$ cat config.mk
export PLATFORM = sky130hd
export DESIGN_NAME = scan_shift_engine
export DESIGN_NICKNAME = d
export VERILOG_FILES = /design/src/rtl/sse_pkg.sv /design/src/rtl/sse_tck_div.sv /design/src/rtl/sse_cmp_array.sv /design/src/rtl/scan_shift_engine.sv
export SDC_FILE = /design/constraint.sdc
export NUM_CORES = 1
export LEC_CHECK = 0
export BUFFER_PORTS_ARGS = -buffer_cell sky130_fd_sc_hd__buf_2
export CORE_ASPECT_RATIO = 0.8
export CORE_MARGIN = 2
export CORE_UTILIZATION = 25
export DETAILED_ROUTE_END_ITERATION = 10
export SLEW_MARGIN = 20
export SYNTH_ARGS = -nofsm -noshare
export SYNTH_HDL_FRONTEND = slang
export SYNTH_HIERARCHICAL = 1
export SYNTH_SLANG_ARGS = --single-unit
$ cat constraint.sdc
create_clock -name clk -period 5.2 [get_ports clk]
set_input_delay 0.52 -clock clk [delete_from_list [all_inputs] [get_ports clk]]
set_output_delay 0.52 -clock clk [all_outputs]
set_load 0.05 [all_outputs]
$ cat src/rtl/sse_pkg.sv
package sse_pkg;
   typedef enum logic [1:0] {
      CODE_ANY  = 2'b00,
      CODE_LOW  = 2'b01,
      CODE_HIGH = 2'b10,
      CODE_ANY2 = 2'b11
   } exp_code_e;

   function automatic logic code_mismatch(input logic [1:0] code, input logic val);
      case (code)
         CODE_LOW:  code_mismatch = val;
         CODE_HIGH: code_mismatch = ~val;
         default:   code_mismatch = 1'b0;
      endcase
   endfunction
endpackage

$ cat src/rtl/sse_tck_div.sv
module sse_tck_div #(
   parameter int TCK_HALF = 2
) (
   input  logic clk,
   input  logic rst_n,
   input  logic run,
   output logic tick
);
   initial assert (TCK_HALF >= 1) else $fatal(1, "TCK_HALF must be at least 1");

   generate
      if (TCK_HALF == 1) begin : g_fast
         assign tick = run;
      end else begin : g_count
         localparam int CW = $clog2(TCK_HALF);
         logic [CW-1:0] cnt_q;
         assign tick = run && (cnt_q == CW'(TCK_HALF - 1));
         always_ff @(posedge clk or negedge rst_n) begin
            if (!rst_n)       cnt_q <= '0;
            else if (!run)    cnt_q <= '0;
            else if (tick)    cnt_q <= '0;
            else              cnt_q <= cnt_q + 1'b1;
         end
      end
   endgenerate
endmodule

$ cat src/rtl/sse_cmp_array.sv
module sse_cmp_array
   import sse_pkg::*;
#(
   parameter int MAX_LEN = 32
) (
   input  logic [2*MAX_LEN-1:0] codes,
   input  logic [MAX_LEN-1:0]   samples,
   input  logic                 enable,
   output logic [MAX_LEN-1:0]   miss
);
   generate
      for (genvar i = 0; i < MAX_LEN; i++) begin : g_bit
         assign miss[i] = enable && code_mismatch(codes[2*i +: 2], samples[i]);
      end
   endgenerate
endmodule

$ cat src/rtl/scan_shift_engine.sv
module scan_shift_engine
   import sse_pkg::*;
#(
   parameter int MAX_LEN  = 32,
   parameter int TCK_HALF = 2,
   localparam int LW      = $clog2(MAX_LEN + 1)
) (
   input  logic                 clk,
   input  logic                 rst_n,
   input  logic                 start,
   input  logic [LW-1:0]        len,
   input  logic [MAX_LEN-1:0]   tdi_vec,
   input  logic [2*MAX_LEN-1:0] exp_code,
   input  logic                 cmp_en,
   output logic                 tck,
   output logic                 tms,
   output logic                 tdi,
   input  logic                 tdo,
   output logic                 busy,
   output logic                 done,
   output logic                 len_err,
   output logic [MAX_LEN-1:0]   cap_vec,
   output logic [MAX_LEN-1:0]   miss_mask,
   output logic                 fail
);
   initial assert (MAX_LEN >= 1) else $fatal(1, "MAX_LEN must be at least 1");

   logic                 busy_q, done_q, err_q;
   logic                 tck_q, tms_q, tdi_q, cmp_q;
   logic [LW-1:0]        idx_q, last_q;
   logic [MAX_LEN-1:0]   pend_q, cap_q;
   logic [2*MAX_LEN-1:0] code_q;
   logic                 tick;
   logic                 len_bad, accept, reject;

   assign len_bad = (len == '0) || (len > LW'(MAX_LEN));
   assign accept  = start && !busy_q && !len_bad;
   assign reject  = start && !busy_q && len_bad;

   sse_tck_div #(.TCK_HALF(TCK_HALF)) div_i (
      .clk  (clk),
      .rst_n(rst_n),
      .run  (busy_q),
      .tick (tick)
   );

   always_ff @(posedge clk or negedge rst_n) begin
      if (!rst_n) begin
         busy_q <= 1'b0;
         done_q <= 1'b0;
         err_q  <= 1'b0;
         tck_q  <= 1'b0;
         tms_q  <= 1'b0;
         tdi_q  <= 1'b0;
         cmp_q  <= 1'b0;
         idx_q  <= '0;
         last_q <= '0;
         pend_q <= '0;
         cap_q  <= '0;
         code_q <= '0;
      end else begin
         done_q <= 1'b0;
         err_q  <= reject;
         if (accept) begin
            busy_q <= 1'b1;
            tck_q  <= 1'b0;
            idx_q  <= '0;
            last_q <= len - 1'b1;
            tdi_q  <= tdi_vec[0];
            tms_q  <= (len == LW'(1));
            pend_q <= tdi_vec >> 1;
            cap_q  <= '0;
            cmp_q  <= cmp_en;
            for (int i = 0; i < MAX_LEN; i++)
               code_q[2*i +: 2] <= (i < int'(len)) ? exp_code[2*i +: 2] : CODE_ANY;
         end else if (busy_q && tick) begin
            if (!tck_q) begin
               tck_q        <= 1'b1;
               cap_q[idx_q] <= tdo;
            end else begin
               tck_q <= 1'b0;
               if (idx_q == last_q) begin
                  busy_q <= 1'b0;
                  done_q <= 1'b1;
                  tms_q  <= 1'b0;
                  tdi_q  <= 1'b0;
               end else begin
                  idx_q  <= idx_q + 1'b1;
                  tdi_q  <= pend_q[0];
                  pend_q <= pend_q >> 1;
                  tms_q  <= (idx_q + 1'b1 == last_q);
               end
            end
         end
      end
   end

   sse_cmp_array #(.MAX_LEN(MAX_LEN)) cmp_i (
      .codes  (code_q),
      .samples(cap_q),
      .enable (cmp_q),
      .miss   (miss_mask)
   );

   assign tck     = tck_q;
   assign tms     = tms_q;
   assign tdi     = tdi_q;
   assign busy    = busy_q;
   assign done    = done_q;
   assign len_err = err_q;
   assign cap_vec = cap_q;
   assign fail    = |miss_mask;
endmodule

# Word-level counts from Yosys, hierarchy flattened
# Cells that the tools add are included.
[word_totals]
latch_bits = 0
ram_bits = 0
n_memories = 0
in_bits = 107
romBits = 0
ff_bits = 148
[classes]
n_mux = 99
n_eq_ne = 69
bitwise_logic = 32
add_sub_neg = 3
mul = 0
magnitude_cmp = 35
reduce_logical = 50
n_shift = 0
div_mod_pow = 0
[ops]
columns = ["cell", "n"]
rows = [
  ["$mux W32", 7],
  ["$lt A5 B6 Y1 const A", 16],
  ["$eq A2 B1 Y1 const B", 32],
  ["$eq A2 B2 Y1 const B", 32],
  ["$mux W2", 32],
  ["$pmux W1 S2", 32],
  ["$lt A4 B6 Y1 const A", 8],
  ["$logic_and A1 B1 Y1", 38],
  ["$bwmux W32", 1],
  ["$not A1 Y1", 32],
  ["$reduce_or A32 Y1", 1],
  ["$lt A3 B6 Y1 const A", 4],
  ["$mux W6", 4],
  ["$mux W1", 22],
  ["$eq A6 B6 Y1", 2],
  ["$lt A1 B6 Y1 const A", 2],
  ["$lt A2 B6 Y1 const A", 2],
  ["$add A6 B1 Y6 const B", 1],
  ["$eq A6 B1 Y1 const B", 1],
  ["$ge A6 B1 Y1 const B", 1],
  ["$gt A6 B6 Y1 const B", 1],
  ["$logic_not A6 Y1", 1],
  ["$lt A6 B6 Y1 const B", 1],
  ["$reduce_and A3 Y1", 2],
  ["9 further kinds", 13],
]

# Depth between registers and ports, before layout
[depth]
ltp_word = 8
depth_mapped = 8

# Cells and area by module
# Netlist, hierarchy kept.
[modules_own_cells]
columns = ["mod", "cells_per_inst", "area_each_um2", "seq_area_each_um2", "instances"]
rows = [
  ["scan_shift_engine", 765, 6887.9, 3653.5, 1],
  ["sse_cmp_array", 102, 827.0, 0.0, 1],
  ["sse_tck_div", 3, 41.3, 25.0, 1],
]

# Worst setup path after synthesis
# Ideal clock, no wire load.
[synth_path]
path_type = "reg2out"
start = "reg cap_q[24], in the netlist cap_vec[24]"
end = "out fail"
n_path_buf = 0
t_arrival_ns = 2.010
required_time_ns = 4.680
slack_ns = 2.670
stages_incl_launch_ff = 6
path_cell_list = "dfrtp_1 nand4bb_1 nand2_1 nor4_1 nand4_1 or2_2"
[synth_between]
elab_chain_len = 4
[synth_rtl]
columns = ["element", "line_no", "source"]
rows = [
  ["from (decl)", "scan_shift_engine.sv:31", "logic [MAX_LEN-1:0] pend_q, cap_q;"],
  ["from (signal, indexed assignment)", "scan_shift_engine.sv:79", "cap_q[idx_q] <= tdo;"],
  ["$not A1 Y1", "sse_pkg.sv:12", "CODE_HIGH: code_mismatch = ~val;"],
  ["$pmux W1 S2 (*)", "sse_pkg.sv:10", "case (code)"],
  ["$logic_and A1 B1 Y1 (*)", "sse_cmp_array.sv:13", "assign miss[i] = enable && code_mismatch(codes[2*i +: 2], samples[i]);"],
  ["net miss_mask[24]", "scan_shift_engine.sv:23", "output logic [MAX_LEN-1:0] miss_mask,"],
  ["$reduce_or A32 Y1 (*)", "scan_shift_engine.sv:112", "assign fail = |miss_mask;"],
  ["to (decl)", "scan_shift_engine.sv:24", "output logic fail"],
]
# Mark *: on every way through the listed nets, which the timed path passes. The rest lies on a longest branch.

# Final worst setup path
[layout_path]
start = "reg cmp_q"
end = "out fail"
[layout_between]
elab_chain_len = 2
[layout_rtl]
columns = ["element", "line_no", "source"]
rows = [
  ["from (decl)", "scan_shift_engine.sv:29", "logic tck_q, tms_q, tdi_q, cmp_q;"],
  ["from (signal assigned)", "scan_shift_engine.sv:73", "cmp_q <= cmp_en;"],
  ["$logic_and A1 B1 Y1", "sse_cmp_array.sv:13", ""],
  ["$reduce_or A32 Y1 (*)", "scan_shift_engine.sv:112", ""],
]
# Every way passes the cells marked *; elsewhere a longest branch is shown, timed or not.

==> results summary <==
The register-to-register setup slack is ~2.5 ns. The final instance area came out at roughly 9500 um^2. The critical path ends at fail. The worst register-to-register path begins at busy. The via count of the first global-routing pass came out at between 6k and 7k. The final count of hold timing violations is 0. The count of port buffers added during placement is between 150 and 200. The layout cell share with drive strength beyond 1 came out at 0.218.

Including well taps, the total number of placed cells is around 1.4k. For this run the aggregate overflow at the end of global routing stands at 0. The largest incremental delay on the critical path is 0.65 ns.

The post-cts resize count came out at 0. The share of power burned in the clock network came out at 0.231. The clock network latency to the later pin of the worst-skew pair is 0.43 ns. The worst reg-to-reg path cell count came out at 6.

The floorplan step set the die width to 201 um. The critical path starts at cmp_q. The leakage power figure is 4.77 nW. The worst clock skew is 0.0118 ns. The data required time at the worst endpoint came out at 4.68 ns.

The post-synthesis adder-cell area fraction is 0.0113. The floorplan step defined a die boundary enclosing between 30000 and 40000 um^2. The total I/O pin count came out at around 180. The average vias per placed instance is 4.81.

The largest family of logic cells by synthesized area is simple AND/OR/NAND/NOR gates. Total power for the finished layout comes to roughly 5.6 mW. The tool flagged a number of max-cap violations equal to 0. Once detail routing completed, the nets flagged for antenna violations numbered 0. The core region area came out at approximately 30000 um^2. The first-pass GRT wire length came out at 38600 um. The worst max-slew margin expressed relative to the limit is 0.257. The worst-case IR drop observed on VDD is ~0.00030 V. The first TritonRoute pass finished after 5 iterations. The final cell count without fillers is approximately 1.4k. The endpoint identified for the worst register-to-register timing path is cap_vec[5]. The starting utilization of the core area is 0.255. The total routed wirelength came out at approximately 25000 um. The complex-gate fraction of the synthesized area is 0.0808. Of the total synthesized cell area, the portion taken by AND, OR, NAND and NOR gates is 0.325. The slowest stage of the critical path belongs to the cell sky130_fd_sc_hd__nor4_1.

The register bit total from synthesis came out at between 100 and 150. The data arrival time of the worst path came out at between 3 and 4 ns. The number of cells on the critical path came out at 7.

The share of total power dissipated in sequential elements is 0.368. The root buffer cell chosen for the clock tree is sky130_fd_sc_hd__clkbuf_16. Of the total power, the share spent switching nets is 0.441. Traced cell by cell, the critical path runs through buf_4 > nand4bb_1 > nand2_1 > nor4_1 > nand4_1 > or2_2 > buf_2. For this run, the leading register cell type out of synthesis is sky130_fd_sc_hd__dfrtp_1. Setup repair after global routing left no endpoint under its margin.

Entering global routing, the biggest net connects roughly 110 pins. After layout, the minimum clock period comes to around 3.6 ns. The worst setup path is of the register to output pin kind.

The H-tree level count came out at 4. The number of DRC violations after detailed routing is 0. Summing every instance area after synthesis gives approximately 7800 um^2. Clock-pin slew was measured on the worst setup and hold paths at approximately 0.07 ns. The final routed wire length divided by cell count came out at around 17 um. The synthesized netlist net count came out at approximately 980. The sink count of the clock tree came out at about 150.

The post-layout net count came out at between 1k and 1.5k. In this run the worst path has a maximum fanout of 55. The number of distinct standard cells referenced by the synthesized netlist came out at 55. The number of DRC markers after the initial detailed-route iteration came out at approximately 470. After synthesis, the mean cell area works out to ~8.9 um^2. Of all flip-flops after synthesis, the portion carrying an async set or reset was 1.00. The most common cell after layout, fill and taps aside is sky130_fd_sc_hd__nand2_1. Detailed placement ended at an HPWL of around 17000 um. Dividing the final minimum period by the clock period gives 0.696. STA classifies the critical path startpoint as a register. The number of cells produced by synthesis is just under 900. The internal power of the cells totals approximately 3.1 mW. The number of antenna violations at the first check in global routing came out at 2.

The post-route setup TNS is 0 ns. The TritonCTS clock tree is yes. The instance area after placement came out at about 8900 um^2. The max-slew violation count is 0.

The top cell types in the final layout, fill and taps aside, are sky130_fd_sc_hd__nand2_1, sky130_fd_sc_hd__buf_2, sky130_fd_sc_hd__dfrtp_1, sky130_fd_sc_hd__nand3_1, sky130_fd_sc_hd__o21ai_0. The hold buffer count at CTS came out at 0. The number of buffers inserted by post-CTS setup repair is 0. The yosys synthesis warning count came out at 6. Of the total power, combinational logic draws 0.401. The number of failing setup endpoints in the final timing report came out at 0. The flow ran to the end, and the final reports show no timing, DRC or antenna violations.

At the pin with the least slew margin, the transition time is between 1 and 1.5 ns. The share of synthesized area spent on multiplexers came out at 0.0518. The total net switching power is 2.48 mW. The sequential cell area fraction in the yosys report came out at 0.474. The xor and xnor area share after synthesis is 0.0136. The path type of the worst min-delay path is input pin to async pin.

The final RePlAce weighted congestion came out at 0.836. The number of cell rows is 57. The peak clock frequency supported by timing came out at approximately 280 MHz. The utilization after layout is 0.313. The total routing usage reported by global routing came out at 0.155. In this run the vertical extent of the chip is 162 um. Power spread over the standard cell area amounts to slightly below 600 nW/um^2. The number of flops mapped to enable cells by yosys came out at 0. The kind of capture point of the worst setup path is an output pin. The area growth from synthesis to layout came out at 23.0%. The detailed router placed ~6.9k vias in this run.

The critical path buffer and inverter count is 2. The dominant delay contributor by cell family on the critical path is simple AND/OR/NAND/NOR gates. The number of buffers on the longest clock path came out at 2. The number of buffers created by CTS is 17.
==> logic make-up after synthesis <==
logic type,count (synthesis)
multiplexers,40
adder cells (fa/ha/maj),7
flip-flops,147
buffers and inverters,64
AO/OA/AOI/OAI,108
AND/OR/NAND/NOR,492
XOR/XNOR,12
==> per-stage QoR <==
step / setup WS (ns) / hold WS (ns)
6_report: 1.58 / 0.181
5_1_grt: 1.43 / 0.268
4_1_cts: 1.56 / 0.265
3_5_place_dp: 2.04 / 0.474
3_3_place_gp: 2.08 / 0.463
2_1_floorplan: 2.67 / 0.224
==> synthesized netlist by cell type (2+ instances only) <==
cell | n | area, um^2
sky130_fd_sc_hd__a21oi_1 | 32 | 160
sky130_fd_sc_hd__a22oi_1 | 2 | 15.0
sky130_fd_sc_hd__and2_0 | 4 | 25.0
sky130_fd_sc_hd__and2_1 | 2 | 12.5
sky130_fd_sc_hd__and3_1 | 2 | 12.5
sky130_fd_sc_hd__and3b_1 | 2 | 17.5
sky130_fd_sc_hd__buf_1 | 2 | 7.51
sky130_fd_sc_hd__buf_2 | 18 | 90.1
sky130_fd_sc_hd__buf_4 | 7 | 52.6
sky130_fd_sc_hd__buf_6 | 2 | 22.5
sky130_fd_sc_hd__buf_8 | 3 | 45.0
sky130_fd_sc_hd__clkbuf_1 | 25 | 93.8
sky130_fd_sc_hd__dfrtp_1 | 147 | 3680
sky130_fd_sc_hd__ha_1 | 7 | 87.6
sky130_fd_sc_hd__inv_1 | 7 | 26.3
sky130_fd_sc_hd__mux2i_1 | 39 | 390
sky130_fd_sc_hd__nand2_1 | 274 | 1030
sky130_fd_sc_hd__nand2b_1 | 4 | 25.0
sky130_fd_sc_hd__nand3_1 | 79 | 395
sky130_fd_sc_hd__nand3b_1 | 6 | 45.0
sky130_fd_sc_hd__nand4_1 | 2 | 12.5
sky130_fd_sc_hd__nand4b_1 | 33 | 289
sky130_fd_sc_hd__nand4bb_1 | 28 | 315
sky130_fd_sc_hd__nor2_1 | 22 | 82.6
sky130_fd_sc_hd__nor3_1 | 5 | 25.0
sky130_fd_sc_hd__nor3b_1 | 5 | 37.5
sky130_fd_sc_hd__nor4_1 | 8 | 50.1
sky130_fd_sc_hd__o2111ai_1 | 3 | 26.3
sky130_fd_sc_hd__o211ai_1 | 4 | 30.0
sky130_fd_sc_hd__o21ai_0 | 42 | 210
sky130_fd_sc_hd__o21ai_1 | 11 | 55.1
sky130_fd_sc_hd__o21bai_1 | 5 | 37.5
sky130_fd_sc_hd__o31ai_1 | 2 | 15.0
sky130_fd_sc_hd__or3_1 | 2 | 12.5
sky130_fd_sc_hd__or4bb_1 | 4 | 45.0
sky130_fd_sc_hd__xnor2_1 | 9 | 78.8
sky130_fd_sc_hd__xor2_1 | 3 | 26.3
==> worst min path at each step <==
stage	depth (start not counted)	slack, ns	endpoint	from
finish	1	0.18	code_q[61]	rst_n
global route	1	0.27	code_q[61]	rst_n
CTS	3	0.26	code_q[0]	exp_code[0]
detailed placement	2	0.47	code_q[57]	code_q[57]
global placement	2	0.46	code_q[15]	code_q[15]
floorplan	0	0.22	busy	rst_n
==> flip-flops by register name (all words and copies together), names as in the netlist <==
register,cells
tms,1
idx_q,6
code_q,64
pend_q,31
busy,1
cmp_q,1
cap_vec,32
done,1
div_i/g_count.cnt_q,1
last_q,6
len_err,1
tck,1
tdi,1
==> area by class of cell <==
type,count,area (um^2)
antenna,2,5.00
clock buffer,22,474
timing repair buffer,184,947
inverter,7,26.3
sequential,147,3680
clock inverter,9,129
tap,413,517
fill,3280,20900
multi-input combinational,659,3760
==> layer usage <==
metal | vias up | wire length [um] | GRT usage
met5 | - | 0 | 0
met4 | 0 | 324 | 0.0434
met3 | 17 | 1720 | 0.0406
met2 | 230 | 10900 | 0.227
met1 | 3371 | 11900 | 0.225
li1 | 3322 | - | -
==> power by group through the flow <==
stage / clock (mW) / sequential [mW] / combinational (mW)
final: 1.30 / 2.07 / 2.25
after global routing: 1.38 / 2.14 / 2.46
after CTS: 1.33 / 2.07 / 2.27
after detailed placement: 0 / 2.08 / 2.26
after global placement: 0 / 2.06 / 2.23
after floorplan: 0 / 2.26 / 1.43
==> worst register-to-register path: cells and delay by family (launching register included) <==
family        cells  cell delay (ns)
mux               1             0.19
flops             1             0.45
simple gates      5             1.91
Note: power is estimated with default switching activity, not from simulation.
